<file path="config.mk">
export PLATFORM = sky130hd
export DESIGN_NAME = fuse_word_reader
export DESIGN_NICKNAME = d
export VERILOG_FILES = /design/src/rtl/fwr_pkg.sv /design/src/rtl/fwr_range.sv /design/src/rtl/fwr_timer.sv /design/src/rtl/fwr_lane_mux.sv /design/src/rtl/fuse_word_reader.sv
export SDC_FILE = /design/constraint.sdc
export NUM_CORES = 1
export LEC_CHECK = 0
export CORE_ASPECT_RATIO = 1.4
export CORE_MARGIN = 4
export CORE_UTILIZATION = 45
export DETAILED_ROUTE_END_ITERATION = 10
export PLACE_DENSITY_LB_ADDON = 0.3
export SLEW_MARGIN = 20
export SYNTH_ARGS = -nofsm -noshare
export SYNTH_HDL_FRONTEND = slang
export SYNTH_SLANG_ARGS = --single-unit
export TNS_END_PERCENT = 100
</file>
<file path="constraint.sdc">
create_clock -name clk_i -period 3.86 [get_ports clk_i]
set_clock_uncertainty 0.05 [all_clocks]
set_input_delay 0.386 -clock clk_i [delete_from_list [all_inputs] [get_ports clk_i]]
set_output_delay 0.386 -clock clk_i [all_outputs]
set_load 0.03 [all_outputs]
</file>
<file path="src/rtl/fwr_pkg.sv">
package fwr_pkg;
  localparam int CTRL_W   = 32;
  localparam int B_CSB    = 0;
  localparam int B_STB    = 1;
  localparam int B_LOAD   = 2;
  localparam int B_PGENB  = 3;
  localparam int B_PD     = 5;
  localparam int B_RSB    = 7;
  localparam int B_SSS    = 9;
  localparam int ADDR_LSB = 16;
  localparam int ADDR_W   = 10;

  localparam logic [CTRL_W-1:0] CTRL_STANDBY =
    (CTRL_W'(1) << B_PD) | (CTRL_W'(1) << B_CSB);
  localparam logic [CTRL_W-1:0] CTRL_READ =
    (CTRL_W'(1) << B_LOAD) | (CTRL_W'(1) << B_PGENB) |
    (CTRL_W'(1) << B_SSS)  | (CTRL_W'(1) << B_RSB);

  typedef enum logic [2:0] {
    ST_IDLE, ST_SETUP, ST_STROBE, ST_HOLD, ST_SEND, ST_DONE
  } fwr_state_e;
endpackage

</file>
<file path="src/rtl/fwr_range.sv">
module fwr_range #(
  parameter int BYTES = 128,
  parameter int POS_W = 8
) (
  input  logic [POS_W-1:0] off_i,
  input  logic [POS_W-1:0] cnt_i,
  output logic [POS_W:0]   end_o,
  output logic             zero_o,
  output logic             err_o
);
  assign end_o  = {1'b0, off_i} + {1'b0, cnt_i};
  assign zero_o = (cnt_i == '0);
  assign err_o  = !zero_o && (end_o > (POS_W+1)'(BYTES));
endmodule

</file>
<file path="src/rtl/fwr_timer.sv">
module fwr_timer #(
  parameter int CNT_W = 8
) (
  input  logic             clk_i,
  input  logic             rst_ni,
  input  logic             load_i,
  input  logic [CNT_W-1:0] len_i,
  output logic             expired_o
);
  logic [CNT_W-1:0] cnt_q;

  always_ff @(posedge clk_i or negedge rst_ni) begin
    if (!rst_ni)            cnt_q <= '0;
    else if (load_i)        cnt_q <= len_i;
    else if (cnt_q != '0)   cnt_q <= cnt_q - 1'b1;
  end

  assign expired_o = (cnt_q == '0);
endmodule

</file>
<file path="src/rtl/fwr_lane_mux.sv">
module fwr_lane_mux #(
  parameter int LANES  = 4,
  parameter int LANE_W = 2
) (
  input  logic [LANES*8-1:0] word_i,
  input  logic [LANE_W-1:0]  lane_i,
  output logic [7:0]         byte_o
);
  logic [7:0] lane_b [LANES];

  for (genvar g = 0; g < LANES; g++) begin : g_lane
    assign lane_b[g] = word_i[g*8 +: 8];
  end

  assign byte_o = lane_b[lane_i];
endmodule

</file>
<file path="src/rtl/fuse_word_reader.sv">
module fuse_word_reader
  import fwr_pkg::*;
#(
  parameter int WORDS      = 32,
  parameter int SETUP_CYC  = 100,
  parameter int STROBE_CYC = 100,
  parameter int HOLD_CYC   = 100,
  localparam int POS_W     = $clog2(WORDS*4) + 1
) (
  input  logic              clk_i,
  input  logic              rst_ni,
  input  logic              req_valid_i,
  output logic              req_ready_o,
  input  logic [POS_W-1:0]  req_offset_i,
  input  logic [POS_W-1:0]  req_count_i,
  output logic              done_o,
  output logic              err_o,
  output logic              byte_valid_o,
  output logic [7:0]        byte_data_o,
  input  logic              byte_ready_i,
  output logic [31:0]       fuse_ctrl_o,
  input  logic [31:0]       fuse_dout_i
);
  localparam int LANES   = 4;
  localparam int LANE_W  = 2;
  localparam int BYTES   = WORDS * LANES;
  localparam int WIDX_W  = $clog2(WORDS);
  localparam int MAX_CYC = (SETUP_CYC > STROBE_CYC) ?
                           ((SETUP_CYC > HOLD_CYC) ? SETUP_CYC : HOLD_CYC) :
                           ((STROBE_CYC > HOLD_CYC) ? STROBE_CYC : HOLD_CYC);
  localparam int TMR_W   = $clog2(MAX_CYC + 1);
  localparam logic [TMR_W-1:0] SETUP_LEN  = TMR_W'(SETUP_CYC - 1);
  localparam logic [TMR_W-1:0] STROBE_LEN = TMR_W'(STROBE_CYC - 1);
  localparam logic [TMR_W-1:0] HOLD_LEN   = TMR_W'(HOLD_CYC - 1);

  fwr_state_e         state_q, state_d;
  logic [POS_W:0]     pos_q, end_q, pos_inc, rng_end;
  logic [WIDX_W-1:0]  word_q;
  logic [31:0]        data_q;
  logic               err_q, rng_zero, rng_err;
  logic               tmr_load, tmr_expired;
  logic [TMR_W-1:0]   tmr_len;

  fwr_range #(.BYTES(BYTES), .POS_W(POS_W)) u_range (
    .off_i  (req_offset_i),
    .cnt_i  (req_count_i),
    .end_o  (rng_end),
    .zero_o (rng_zero),
    .err_o  (rng_err)
  );

  fwr_timer #(.CNT_W(TMR_W)) u_timer (
    .clk_i     (clk_i),
    .rst_ni    (rst_ni),
    .load_i    (tmr_load),
    .len_i     (tmr_len),
    .expired_o (tmr_expired)
  );

  fwr_lane_mux #(.LANES(LANES), .LANE_W(LANE_W)) u_lane (
    .word_i (data_q),
    .lane_i (pos_q[LANE_W-1:0]),
    .byte_o (byte_data_o)
  );

  assign pos_inc = pos_q + 1'b1;

  always_comb begin
    state_d  = state_q;
    tmr_load = 1'b0;
    tmr_len  = '0;
    unique case (state_q)
      ST_IDLE: if (req_valid_i) begin
        if (rng_zero || rng_err) begin
          state_d = ST_DONE;
        end else begin
          state_d  = ST_SETUP;
          tmr_load = 1'b1;
          tmr_len  = SETUP_LEN;
        end
      end
      ST_SETUP: if (tmr_expired) begin
        state_d  = ST_STROBE;
        tmr_load = 1'b1;
        tmr_len  = STROBE_LEN;
      end
      ST_STROBE: if (tmr_expired) begin
        state_d  = ST_HOLD;
        tmr_load = 1'b1;
        tmr_len  = HOLD_LEN;
      end
      ST_HOLD: if (tmr_expired) state_d = ST_SEND;
      ST_SEND: if (byte_ready_i) begin
        if (pos_inc == end_q) begin
          state_d = ST_DONE;
        end else if (pos_inc[LANE_W-1:0] == '0) begin
          // word boundary: next strobe only after this byte left
          state_d  = ST_STROBE;
          tmr_load = 1'b1;
          tmr_len  = STROBE_LEN;
        end
      end
      ST_DONE: state_d = ST_IDLE;
      default: state_d = ST_IDLE;
    endcase
  end

  always_ff @(posedge clk_i or negedge rst_ni) begin
    if (!rst_ni) begin
      state_q <= ST_IDLE;
      pos_q   <= '0;
      end_q   <= '0;
      word_q  <= '0;
      data_q  <= '0;
      err_q   <= 1'b0;
    end else begin
      state_q <= state_d;
      if (state_q == ST_IDLE && req_valid_i) begin
        pos_q <= {1'b0, req_offset_i};
        end_q <= rng_end;
        err_q <= rng_err;
      end
      if (state_q == ST_SETUP) word_q <= pos_q[WIDX_W+LANE_W-1:LANE_W];
      if (state_q == ST_STROBE && tmr_expired) data_q <= fuse_dout_i;
      if (state_q == ST_SEND && byte_ready_i) begin
        pos_q <= pos_inc;
        if (pos_inc[LANE_W-1:0] == '0) word_q <= pos_inc[WIDX_W+LANE_W-1:LANE_W];
      end
    end
  end

  always_comb begin
    fuse_ctrl_o = CTRL_STANDBY;
    unique case (state_q)
      ST_SETUP:          fuse_ctrl_o = CTRL_READ;
      ST_STROBE: begin
        fuse_ctrl_o = CTRL_READ | (CTRL_W'(1) << B_STB);
        fuse_ctrl_o[ADDR_LSB +: ADDR_W] = ADDR_W'(word_q);
      end
      ST_HOLD, ST_SEND: begin
        fuse_ctrl_o = CTRL_READ;
        fuse_ctrl_o[ADDR_LSB +: ADDR_W] = ADDR_W'(word_q);
      end
      default:           fuse_ctrl_o = CTRL_STANDBY;
    endcase
  end

  assign req_ready_o  = (state_q == ST_IDLE);
  assign byte_valid_o = (state_q == ST_SEND);
  assign done_o       = (state_q == ST_DONE);
  assign err_o        = done_o && err_q;
endmodule

</file>
# After elaboration in Yosys (flattened, before gate mapping)
# Cells that the tools add are included.
# word_totals
out_inout_bits	44
register_bits	66
inputBits	52
wordCells	76
# classes
order_cmp	2
n_eq_ne	12
reduce_logical	17
mux	34
bitwise	1
addsub	3
# ops
cell	n
$pmux 21 s3	1
$mux 7	8
$mux 3	8
$pmux 7 s3	1
$mux 9	2
$bmux 8 s2	1
$mux 8	2
$mux 5	3
$pmux 3 s5	1
$add 8x8->9	1
$add 9x1->9 const B	1
$eq 9x9->1	1
$gt 9x8->1 const B	1
$logic_not 8->1	1
$ne 2x2->1 const B	4
$logic_not 7->1	1
$reduce_bool 7->1	1
$sub 7x1->7 const B	1
$eq 3x2->1 const B	2
$eq 3x3->1 const B	2
$mux 1	6
$reduce_and 6->1	1
$logic_and 1x1->1	5
$reduce_bool 2->1	2
other kinds (11)	12

# Logic depth before layout (Yosys ltp)
# Gate-level depths: netlist of the first run.
# logic_depth
ltp_word	8
depth_mapped	9
mapped_depth_nobuf	8

# Hierarchy
# From an unflattened synthesis of the first run, not the netlist that was laid out.
# unflattened
hier_cells	381
area_unflattened_um2	4229.1
# modules_own_cells
module	seq_area_each_um2	n_inst	cells_each	area_each_um2
fuse_word_reader	1476.4	1	277	3183.1
fwr_timer	175.2	1	43	434.2
fwr_range	0.0	1	51	415.4
fwr_lane_mux	0.0	1	10	196.4

# Worst setup path after synthesis of the first run
# No wires, ideal clock.
# synth_timing
path_kind	in2reg
from	in req_offset_i[0]
to	reg u_timer.cnt_q[2]
required_time_ps	3690
arrival_ps	2394
setup_slack_ps	1297
stages	9
setup_time_ps	120
path_buffers	1
path_cell_list	ha_1 > fa_1 > a211oi_2 > o21bai_1 > a221oi_2 > a311oi_2 > or3_1 > buf_2 > and3_1
# synth_via
elab_chain_cells	8
word_cells_on_any_way	9
classes_between	1 x add/sub; 1 x order compare; 4 x mux; 3 x reduce/logical
# synth_lines
item	line	text
start, declared	fuse_word_reader.sv:14	input logic [POS_W-1:0] req_offset_i,
$add 8x8->9 (*)	fwr_range.sv:11	assign end_o = {1'b0, off_i} + {1'b0, cnt_i};
$gt 9x8->1 (*)	fwr_range.sv:13	assign err_o = !zero_o && (end_o > (POS_W+1)'(BYTES));
$logic_and 1x1->1 (*)	fwr_range.sv:13	
$logic_or 1x1->1 (*)	fuse_word_reader.sv:74	if (rng_zero || rng_err) begin
$mux 1 (*)	fuse_word_reader.sv:74	
$mux 1 (*)	fuse_word_reader.sv:73	ST_IDLE: if (req_valid_i) begin
$pmux 1 s3 (*)	fuse_word_reader.sv:72	unique case (state_q)
$mux 7 or $reduce_bool 2->1 (tied branches)	--	
end signal, assigned	fwr_timer.sv:14	else if (load_i) cnt_q <= len_i;
end signal, assigned	fwr_timer.sv:15	else if (cnt_q != '0) cnt_q <= cnt_q - 1'b1;
end, declared	fwr_timer.sv:10	logic [CNT_W-1:0] cnt_q;
# Every way passes the cells marked *; elsewhere a longest branch is shown, timed or not.
# A chain may end at the register's enable or synchronous reset.

# Worst setup path after layout of the first run
# layout_timing
from	reg state_q[2]
to	out fuse_ctrl_o[0]
# layout_via
elab_chain_cells	3
word_cells_on_any_way	6
classes_between	4 x eq/ne; 1 x mux; 1 x reduce/logical
# layout_lines
item	line	text
start, declared	fuse_word_reader.sv:36	fwr_state_e state_q, state_d;
start signal, assigned	fuse_word_reader.sv:117	state_q <= state_d;
$eq 3x3->1 or $eq 3x2->1 (tied branches)	fuse_word_reader.sv:134	unique case (state_q)
$reduce_or 2->1	fuse_word_reader.sv:134	
$pmux 21 s3 (*)	fuse_word_reader.sv:134	
end, declared	fuse_word_reader.sv:21	output logic [31:0] fuse_ctrl_o,
# Marked as above.

==> results of run 1 <==
[state kept, by name, indices dropped and copies added (netlist names)]
name and count:
pos_q 9, data_q 32, end_q 9, word_q 5, state_q 3, u_timer.cnt_q 7
err_q 1
[placed cells by master (no fill, tap or decap), types with 3 or more instances in the layout]
cell type | synthesis | layout
a221o_1 | 5 | 5
and3_1 | 8 | 8
xnor2_1 | 6 | 6
nor2_1 | 17 | 17
and2_1 | 6 | 6
clkinv_2 | 0 | 3
mux4_2 | 8 | 8
nor3b_1 | 3 | 3
dfrtp_1 | 66 | 66
or3_1 | 5 | 5
mux2_2 | 29 | 29
a21oi_1 | 11 | 11
ha_1 | 10 | 10
clkbuf_16 | 0 | 9
nand3_1 | 12 | 12
xor2_1 | 6 | 6
nand2b_1 | 4 | 4
o221a_2 | 5 | 5
clkdlybuf4s50_1 | 0 | 74
nor4_1 | 4 | 4
inv_1 | 6 | 6
buf_4 | 25 | 5
nor3_1 | 8 | 8
o21bai_1 | 3 | 3
conb_1 | 1 | 20
o21ai_0 | 18 | 18
nand2_1 | 43 | 43
a211oi_2 | 3 | 3
nand4_1 | 4 | 4
a211oi_1 | 3 | 3
mux2_1 | 5 | 5
o31ai_1 | 4 | 4
nor2b_1 | 8 | 8
o2111ai_1 | 3 | 3
[cell type report]
cell class / instances / area [um^2] / area share [%]
multi-input cells: 294 / 2150 / 43.0
flip-flops and latches: 66 / 1650 / 33.0
repair buffers: 79 / 778 / 15.5
clock buffers: 10 / 239 / 4.77
well taps: 105 / 131 / 2.62
clock inverters: 5 / 31.3 / 0.624
inverters: 7 / 26.3 / 0.524
[per-layer routing]
metal	track usage, %	wire length (um)	vias to the layer above
li1	-	-	1521
met1	21.6	3790	1575
met2	32.8	5120	91
met3	3.57	462	11
met4	7.49	153	0
met5	0	0	-
[power groups by stage]
| stage | logic (uW) | registers [uW] | clock network, uW |
|---|---|---|---|
| final | 1430 | 1090 | 730 |
| after global routing | 1560 | 1130 | 779 |
| after global placement | 1400 | 1090 | 0 |
| after CTS | 1440 | 1090 | 749 |
| after floorplan | 1130 | 982 | 0 |
| after detailed placement | 1430 | 1100 | 0 |
[Yosys cell counts (3+ instances only)]
cell type,count
nand3_1,12
mux4_2,8
nor2_1,17
buf_4,25
a211oi_1,3
mux2_2,29
mux2_1,5
nor3_1,8
a211oi_2,3
o2111ai_1,3
dfrtp_1,66
inv_1,6
a221o_1,5
o21ai_0,18
nand2_1,43
xor2_1,6
nor4_1,4
o221a_2,5
and3_1,8
ha_1,10
clkbuf_1,10
nor2b_1,8
o31ai_1,4
or3_1,5
nor3b_1,3
buf_2,7
o21bai_1,3
a21oi_1,11
xnor2_1,6
and2_1,6
nand2b_1,4
nand4_1,4
[how the worst max path moves through the flow]
stage	from	to	cells after the start
floorplan	req_offset_i[0]	u_timer.cnt_q[2]	9
global placement	req_offset_i[0]	u_timer.cnt_q[4]	9
detailed placement	req_offset_i[0]	u_timer.cnt_q[4]	9
CTS	state_q[2]	fuse_ctrl_o[0]	7
global route	state_q[2]	fuse_ctrl_o[0]	7
finish	state_q[2]	fuse_ctrl_o[0]	7
[kinds of logic after synthesis]
family	count (synthesis)	share of synthesized area, %
multiplexers	43	14.2
other	1	0.0932
XOR/XNOR	12	2.61
buffers and inverters	50	7.21
AO/OA/AOI/OAI	71	13.4
adder cells (fa/ha/maj)	11	3.61
AND/OR/NAND/NOR	137	17.8
flip-flops	66	41.0
[worst max-delay path, stage by stage, from the launching register on]
cell	delay, ns
dfrtp_1	0.43
inv_1	0.15
or3_1	0.16
inv_2	0.06
a21oi_1	0.41
nand2_1	0.22
inv_1	0.11
clkdlybuf4s50_1	0.68
[per-stage QoR]
step	hold slack [ns]	total power (uW)	worst slack (ns)	utilization [%]	instances
final	0.0263	3250	0.860	57.9	566
after global routing	0.0759	3460	0.679	57.9	566
after CTS	0.253	3270	0.841	57.9	566
after detailed placement	0.417	2530	0.598	54.7	551
after global placement	0.409	2490	0.687	54.7	551
after floorplan	0.0404	2120	1.30	-	410
==> flow_metrics.tcl, run 1 <==
set metrics [dict create \
    ys_async_sr_fraction_pct 100 \
    port-buffer-count 75 \
    max_freq_mhz 333 \
    antenna_found_initial 0 \
    grt_pass1_wl_mm 15.3 \
    cts-htree-levels 3 \
    ys_types 59 \
    pwr-share-seq_pct 33.6 \
    p_per_area_nw_per_um2 648 \
    track_usage_pct 18.6 \
    synth_area_leaders "dfrtp_1 (41%), mux2_2 (8.1%), buf_4 (4.7%), mux4_2 (4.5%), nand2_1 (4.0%)" \
    worstMarginPinSlew_ns 0.826 \
    wl_per_cell_um 16.8 \
    synthCells 391 \
    vias 3198 \
    grt_overflow_total 0 \
    hold_class "input port to asynchronous set/reset pin" \
    nFillCells 754 \
    holdBufCountCts 0 \
    fin_area_um2 5010 \
    grt_max_degree 51 \
    fin_nets 520 \
    power_switching_uw 1250 \
    insertedDiodeCount 0 \
    critical_path_class "register to output port" \
    die_x_um 87.9 \
    avgViaCountPerCell 5.65 \
    reg2reg_depth 7 \
    cts_root_buf "clkbuf_16" \
    dr.pass1.iters 4 \
    syn_area_um2 4030 \
    die-area_um2 10500 \
    first_iter_violations 147 \
    netlist.top_cell.by_area "dfrtp_1" \
    grt_pass1_vias 3225 \
    cts_setup_buffers 0 \
    hold_violations 0 \
    cp_data_arrival_time_ns 2.56 \
    comb_power_share_pct 43.9 \
    worst_r2r_startpoint "pos_q[0]" \
    required_ns 3.42 \
    ys_warn_count 0 \
    p_leak_uw 0.00206 \
    yosysTopAreaCellShare_pct 41.0 \
    reg2reg_slack_ns 1.26 \
    die_y_um 120 \
    critPathCaptureType "output port" \
    r2r-end "u_timer.cnt_q[4]" \
    clkTransAtPathRegs_ns 0.05 \
    final.period_utilization_pct 77.7 \
    gp_congestion 0.835 \
    ys_ff_latch 66 \
    swShare_pct 38.6 \
    ant_nets 0 \
    synth-seq-area-share_pct 41.0 \
    status "finished, final reports clean" \
    p_int_uw 1990 \
    ios 96 \
    clkPwrFrac_pct 22.5 \
    rows 40 \
    rsz0062_at_grt "false" \
    area_growth_pct 24.5 \
    routed_wl_mm 9.52 \
    maxSlewHeadroom_pct 44.9 \
    ir_drop_mv 0.497 \
    synth_flop_cell "dfrtp_1" \
    postCtsResizedCells 0 \
    period_minus_slack_ns 3.00 \
    synth_edf_count 0 \
    dp_hpwl_mm 7.18 \
    cts-buffers-inserted 9 \
    avgSynthCellArea_um2 10.3 \
    cp-start-kind "register" \
    drc 0 \
    core_area_um2 8660 \
    clock-sinks 66 \
    tritoncts "built" \
    clk_path_buf_depth 2 \
    place_area_um2 4740 \
    drive_above_1_share_pct 16.5 \
    slew_violations 0 \
    crit_fanout 6 \
    maxCapViolCount 0 \
    finalSetupViolCount 0 \
    start_util_pct 46.5 \
    worstSkewPairLatency_ns 0.33 \
    tns_ns 0 \
]
Power figures use the tool's default switching activity.
==> run 2, diff against run 1 <==
==> constraint.sdc (replaced) <==
create_clock -name clk_i -period 2.9 [get_ports clk_i]
set_clock_uncertainty 0.05 [all_clocks]
set_input_delay 0.29 -clock clk_i [delete_from_list [all_inputs] [get_ports clk_i]]
set_output_delay 0.29 -clock clk_i [all_outputs]
set_load 0.03 [all_outputs]
==> flow_metrics.tcl, run 2 (synthesis gave the netlist of run 1 again) <==
set metrics [dict create \
    status "complete, but fails checks" \
    violations "hold timing" \
    worstMarginPinSlew_ns 0.762 \
    clk_path_buf_depth 2 \
    finalSetupViolCount 0 \
    cp-start-kind "input port" \
    power.total_uw 4430 \
    dr.pass1.iters 5 \
    gp_congestion 0.843 \
    clkTransAtPathRegs_ns 0.05 \
    pwr-share-seq_pct 32.3 \
    cts_root_buf "clkbuf_16" \
    regMostFlops "data_q" \
    clkPwrFrac_pct 24.2 \
    dp_hpwl_mm 7.25 \
    swShare_pct 37.4 \
    hold_class "input port to asynchronous set/reset pin" \
    grt_overflow_total 0 \
    crit_family "compound AO/OA/AOI/OAI gates" \
    p_leak_uw 0.00212 \
    fin_nets 530 \
    first_iter_violations 138 \
    clock-sinks 66 \
    ant_nets 0 \
    start_util_pct 46.5 \
    final_util_pct 59.3 \
    period_minus_slack_ns 2.79 \
    grt_pass1_wl_mm 15.4 \
    drc 0 \
    slowest_stage "fa_1" \
    max_freq_mhz 358 \
    crit_chain "clkdlybuf4s50_1, ha_1, fa_1, a211oi_4, o21bai_1, a221oi_2, a311oi_2, or3_1, and3_1" \
    cp_data_arrival_time_ns 2.96 \
    antenna_found_initial 0 \
    rows 40 \
    final.period_utilization_pct 96.3 \
    critical_path_class "input port to register" \
    drive_above_1_share_pct 18.2 \
    reg2reg_slack_ns 0.61 \
    cts_setup_buffers 0 \
    ios 96 \
    cp.depth 9 \
    die-area_um2 10500 \
    tritoncts "built" \
    insertedDiodeCount 0 \
    port-buffer-count 75 \
    track_usage_pct 18.7 \
    die_y_um 120 \
    path_buf_inv 1 \
    cts-htree-levels 3 \
    grt_pass1_vias 3265 \
    hold_violations 33 \
    die_x_um 87.9 \
    grt_max_degree 35 \
    p_per_area_nw_per_um2 863 \
    crit_fanout 7 \
    vias 3150 \
    cts-buffers-inserted 9 \
    wl_per_cell_um 16.2 \
    rsz0062_at_grt "false" \
    nFillCells 758 \
    power_switching_uw 1660 \
    maxSlewHeadroom_pct 49.2 \
    ir_drop_mv 0.585 \
    final_cell_mix "clkdlybuf4s50_1 (74), dfrtp_1 (66), nand2_1 (43)" \
    core_area_um2 8660 \
    mostFrequentLayoutCell "clkdlybuf4s50_1" \
    worst_path_largest_cell_delay_ns 0.45 \
    reg2reg_depth 6 \
    critPathCaptureType "register" \
    wl_met2_mm 5.09 \
    p_int_uw 2770 \
    worstSkewPairLatency_ns 0.33 \
    drt-met1-wl_mm 3.60 \
    top_layer "met4" \
    avgViaCountPerCell 5.46 \
    largest_reg_flops 32 \
    hold_slack_ns -0.0158 \
    slew_violations 0 \
    routed_wl_mm 9.36 \
    routed-wl-met3_um 492 \
    required_ns 3.07 \
    area_growth_pct 27.6 \
    comb_power_share_pct 43.5 \
    biggestRegsByFlops "data_q: 32 flops, end_q: 9 flops, pos_q: 9 flops" \
    maxCapViolCount 0 \
]
run 2: changes by cell type in the layout (fill, tap and decap cells not counted):
cell | previous run | this run
a211oi_2 | 3 | 2
a211oi_4 | 0 | 1
a21oi_1 | 11 | 10
a21oi_2 | 0 | 1
buf_12 | 0 | 1
buf_2 | 0 | 1
buf_4 | 5 | 13
bufinv_16 | 0 | 1
clkbuf_1 | 0 | 2
clkinv_2 | 3 | 1
run 2: path summary, 6_finish.rpt:
check	start	end
max	req_offset_i[0]	u_timer.cnt_q[3]
min	rst_ni	data_q[14]
max reg2reg	pos_q[2]	u_timer.cnt_q[5]
min reg2reg	err_q	err_q
max in group asynchronous	rst_ni	state_q[0]
min in group clk_i	err_q	err_q
run 2: layout make-up:
cell class | instances | area [um^2] | share of cell area, %
multi-input combinational | 294 | 2170 | 42.2
sequential | 66 | 1650 | 32.2
timing repair buffer | 89 | 863 | 16.8
clock buffer | 12 | 246 | 4.80
tap | 105 | 131 | 2.56
clock inverter | 4 | 51.3 | 0.999
inverter | 7 | 26.3 | 0.512
run 2: layer usage:
metal / vias to the layer above / track usage (%)
met5: - / 0
met4: 0 / 8.25
met3: 14 / 3.30
met2: 88 / 33.1
met1: 1506 / 21.5
li1: 1542 / -
run 2: worst reg2reg max path, stage by stage, from the launching register on:
cell	delay, ns
dfrtp_1	0.59
nand3_2	0.21
or4_1	0.55
nand3_1	0.08
o2111ai_1	0.22
nand2_1	0.28
nand4_1	0.16
run 2: power by group through the flow:
stage | combinational (uW) | clock, uW | sequential, uW
final | 1930 | 1070 | 1430
after global routing | 2110 | 1130 | 1470
after CTS | 1950 | 1090 | 1430
after detailed placement | 1940 | 0 | 1440
after global placement | 1900 | 0 | 1430
after floorplan | 1510 | 0 | 1310
run 2: timing repair:
item	4_1_cts	5_1_grt
resized for setup	0	2
hold buffers	0	0
hold endpoints to repair	0	0
endpoints found under the setup margin	0	5
run 2: through the flow:
step / instance area, um^2 / hold slack [ns] / cells / setup slack, ns / setup TNS, ns
2_1_floorplan: 4100 / -0.0556 / 410 / 0.413 / 0
3_3_place_gp: 4830 / 0.350 / 561 / -0.186 / -0.807
3_5_place_dp: 4830 / 0.356 / 561 / -0.261 / -1.30
4_1_cts: 5120 / 0.00257 / 577 / 0.0416 / 0
5_1_grt: 5140 / 0.0642 / 577 / 0.000277 / 0
6_report: 5140 / -0.0158 / 577 / 0.107 / 0
==> run 3, diff against run 2 <==
--- a/config.mk
+++ b/config.mk
@@ -5,9 +5,8 @@
 export SDC_FILE = /design/constraint.sdc
 export NUM_CORES = 1
 export LEC_CHECK = 0
-export CORE_ASPECT_RATIO = 1.4
 export CORE_MARGIN = 4
-export CORE_UTILIZATION = 45
+export CORE_UTILIZATION = 30
 export DETAILED_ROUTE_END_ITERATION = 10
 export PLACE_DENSITY_LB_ADDON = 0.3
 export SLEW_MARGIN = 20
==> flow_metrics.tcl, run 3 (synthesis gave the netlist of run 1 again) <==
set metrics [dict create \
    hold_class "input port to asynchronous set/reset pin" \
    dp.cells 635 \
    dr.pass1.iters 4 \
    final_cell_mix "clkdlybuf4s50_1 (74), dfrtp_1 (66), nand2_1 (43)" \
    ir_drop_mv 0.248 \
    ant_nets 0 \
    worstSkewPairLatency_ns 0.32 \
    cts-htree-levels 3 \
    cp_data_arrival_time_ns 2.94 \
    crit_top_cell "or3_1" \
    required_ns 3.06 \
    tritoncts "built" \
    ios 96 \
    crit_chain "clkdlybuf4s50_1, ha_1, fa_1, xor2_1, or3_1, a221oi_2, a311oi_2, or3_1, and3_1" \
    clk_path_buf_depth 2 \
    rows 42 \
    maxSlewHeadroom_pct 49.9 \
    gp_congestion 0.788 \
    worstMarginPinSlew_ns 0.751 \
    largest_reg_flops 32 \
    drc 0 \
    antenna_found_initial 0 \
    wl_per_cell_um 14.8 \
    finalSetupViolCount 0 \
    maxCapViolCount 0 \
    core_area_um2 13200 \
    worst_r2r_startpoint "pos_q[0]" \
    clock-sinks 66 \
    period_minus_slack_ns 2.78 \
    clkTransAtPathRegs_ns 0.05 \
    nFillCells 1297 \
    biggestRegsByFlops "data_q: 32 flops, end_q: 9 flops, pos_q: 9 flops" \
    fin_nets 533 \
    grt_pass1_vias 3158 \
    startpoint "req_offset_i[0]" \
    cts-buffers-inserted 9 \
    multiInputGateArea_um2 2170 \
    die_x_um 124 \
    rsz0062_at_grt "false" \
    tns_ns 0 \
    worst_path_largest_cell_delay_ns 0.46 \
    crit_fanout 7 \
    power.total_uw 4400 \
    dp_hpwl_mm 7.35 \
    die_y_um 124 \
    p_per_area_nw_per_um2 842 \
    grt_max_degree 35 \
    place_area_um2 4930 \
    status "complete, but fails checks" \
    slowest_stage "or3_1" \
    track_usage_pct 13.0 \
    grt_pass1_wl_mm 15.7 \
    critical_path_class "input port to register" \
    port-buffer-count 75 \
    slew_violations 0 \
    regMostFlops "data_q" \
    grt_overflow_total 0 \
    fin_area_um2 5220 \
    ff_latch_area_um2 1650 \
    final_cells 651 \
    drive_above_1_share_pct 18.7 \
    vias 3162 \
    start_util_pct 30.5 \
    first_iter_violations 152 \
    hold_slack_ns -0.00946 \
    max_freq_mhz 359 \
    area_growth_pct 29.7 \
    routed_wl_mm 9.65 \
    final.period_utilization_pct 95.9 \
    hold_violations 22 \
    die-area_um2 15300 \
    insertedDiodeCount 0 \
    critPathCaptureType "register" \
    mostFrequentLayoutCell "clkdlybuf4s50_1" \
    cp-start-kind "input port" \
    avgViaCountPerCell 4.86 \
    cts_root_buf "clkbuf_16" \
    p_leak_uw 0.00213 \
    violations "hold timing" \
]
-- run 3: cell count changes in the layout (fill, tap and decap cells not counted), sizes merged --
cell      delta
buf          +3
clkinvlp     -1
clkbuf       +2
bufinv       -1
-- run 3: worst max-delay path: cells and delay by family --
family | cells | cell delay, ns
AOI/OAI and AO/OA | 2 | 0.35
and+or+nand+nor | 3 | 1.00
xor gates and xnor gates | 1 | 0.17
buffers and inverters | 1 | 0.44
adders and majority gates | 2 | 0.68
-- run 3: area by class of cell --
class                      instances  share of cell area [%]
tap                              176                    4.22
clock buffer                      14                    5.25
clock inverter                     2                   0.192
inverter                           7                   0.503
timing repair buffer              92                    16.7
sequential                        66                    31.6
multi-input combinational        294                    41.5
-- run 3: layer usage --
layer | global-route usage, % | vias up | part of all wire [%] | wire length, um
li1 | - | 1538 | - | -
met1 | 17.6 | 1531 | 48 | 4610
met2 | 20.4 | 84 | 47 | 4520
met3 | 2.68 | 9 | 4.3 | 416
met4 | 4.91 | 0 | 1.1 | 110
met5 | 0 | - | 0 | 0
-- run 3: report_power, final --
part	internal (uW)	switching, uW	total, uW
clock network	646	368	1010
logic	924	1010	1940
registers	1170	281	1450
total	2740	1660	4400
-- run 3: what timing repair did --
| action | 4_1_cts | 5_1_grt |
|---|---|---|
| pin swaps | 0 | 0 |
| hold buffers | 0 | 0 |
| gates cloned | 0 | 0 |
| setup buffers | 0 | 0 |
| resized for setup | 1 | 1 |
| endpoints found under the setup margin | 2 | 3 |
-- run 3: worst paths after layout --
path | to | cells past startpoint | slack (ns)
worst min-delay path | data_q[5] | 1 | -0.009
max in group asynchronous | u_timer.cnt_q[4] | 2 | 2.09
worst max-delay path | u_timer.cnt_q[4] | 9 | 0.12
worst min register to register | err_q | 2 | 0.43
worst max register to register | u_timer.cnt_q[4] | 7 | 0.41
min in group clk_i | err_q | 2 | 0.43
-- run 3: per-stage QoR --
| stage | utilization (%) | hold slack (ns) | setup WS [ns] |
|---|---|---|---|
| 5_1_grt | 39.6 | 0.0609 | 0.00342 |
| 3_3_place_gp | 37.3 | 0.356 | -0.209 |
| 2_1_floorplan | - | -0.0556 | 0.413 |
| 3_5_place_dp | 37.3 | 0.366 | -0.259 |
| 6_report | 39.6 | -0.00946 | 0.118 |
| 4_1_cts | 39.5 | 0.0164 | 0.0839 |
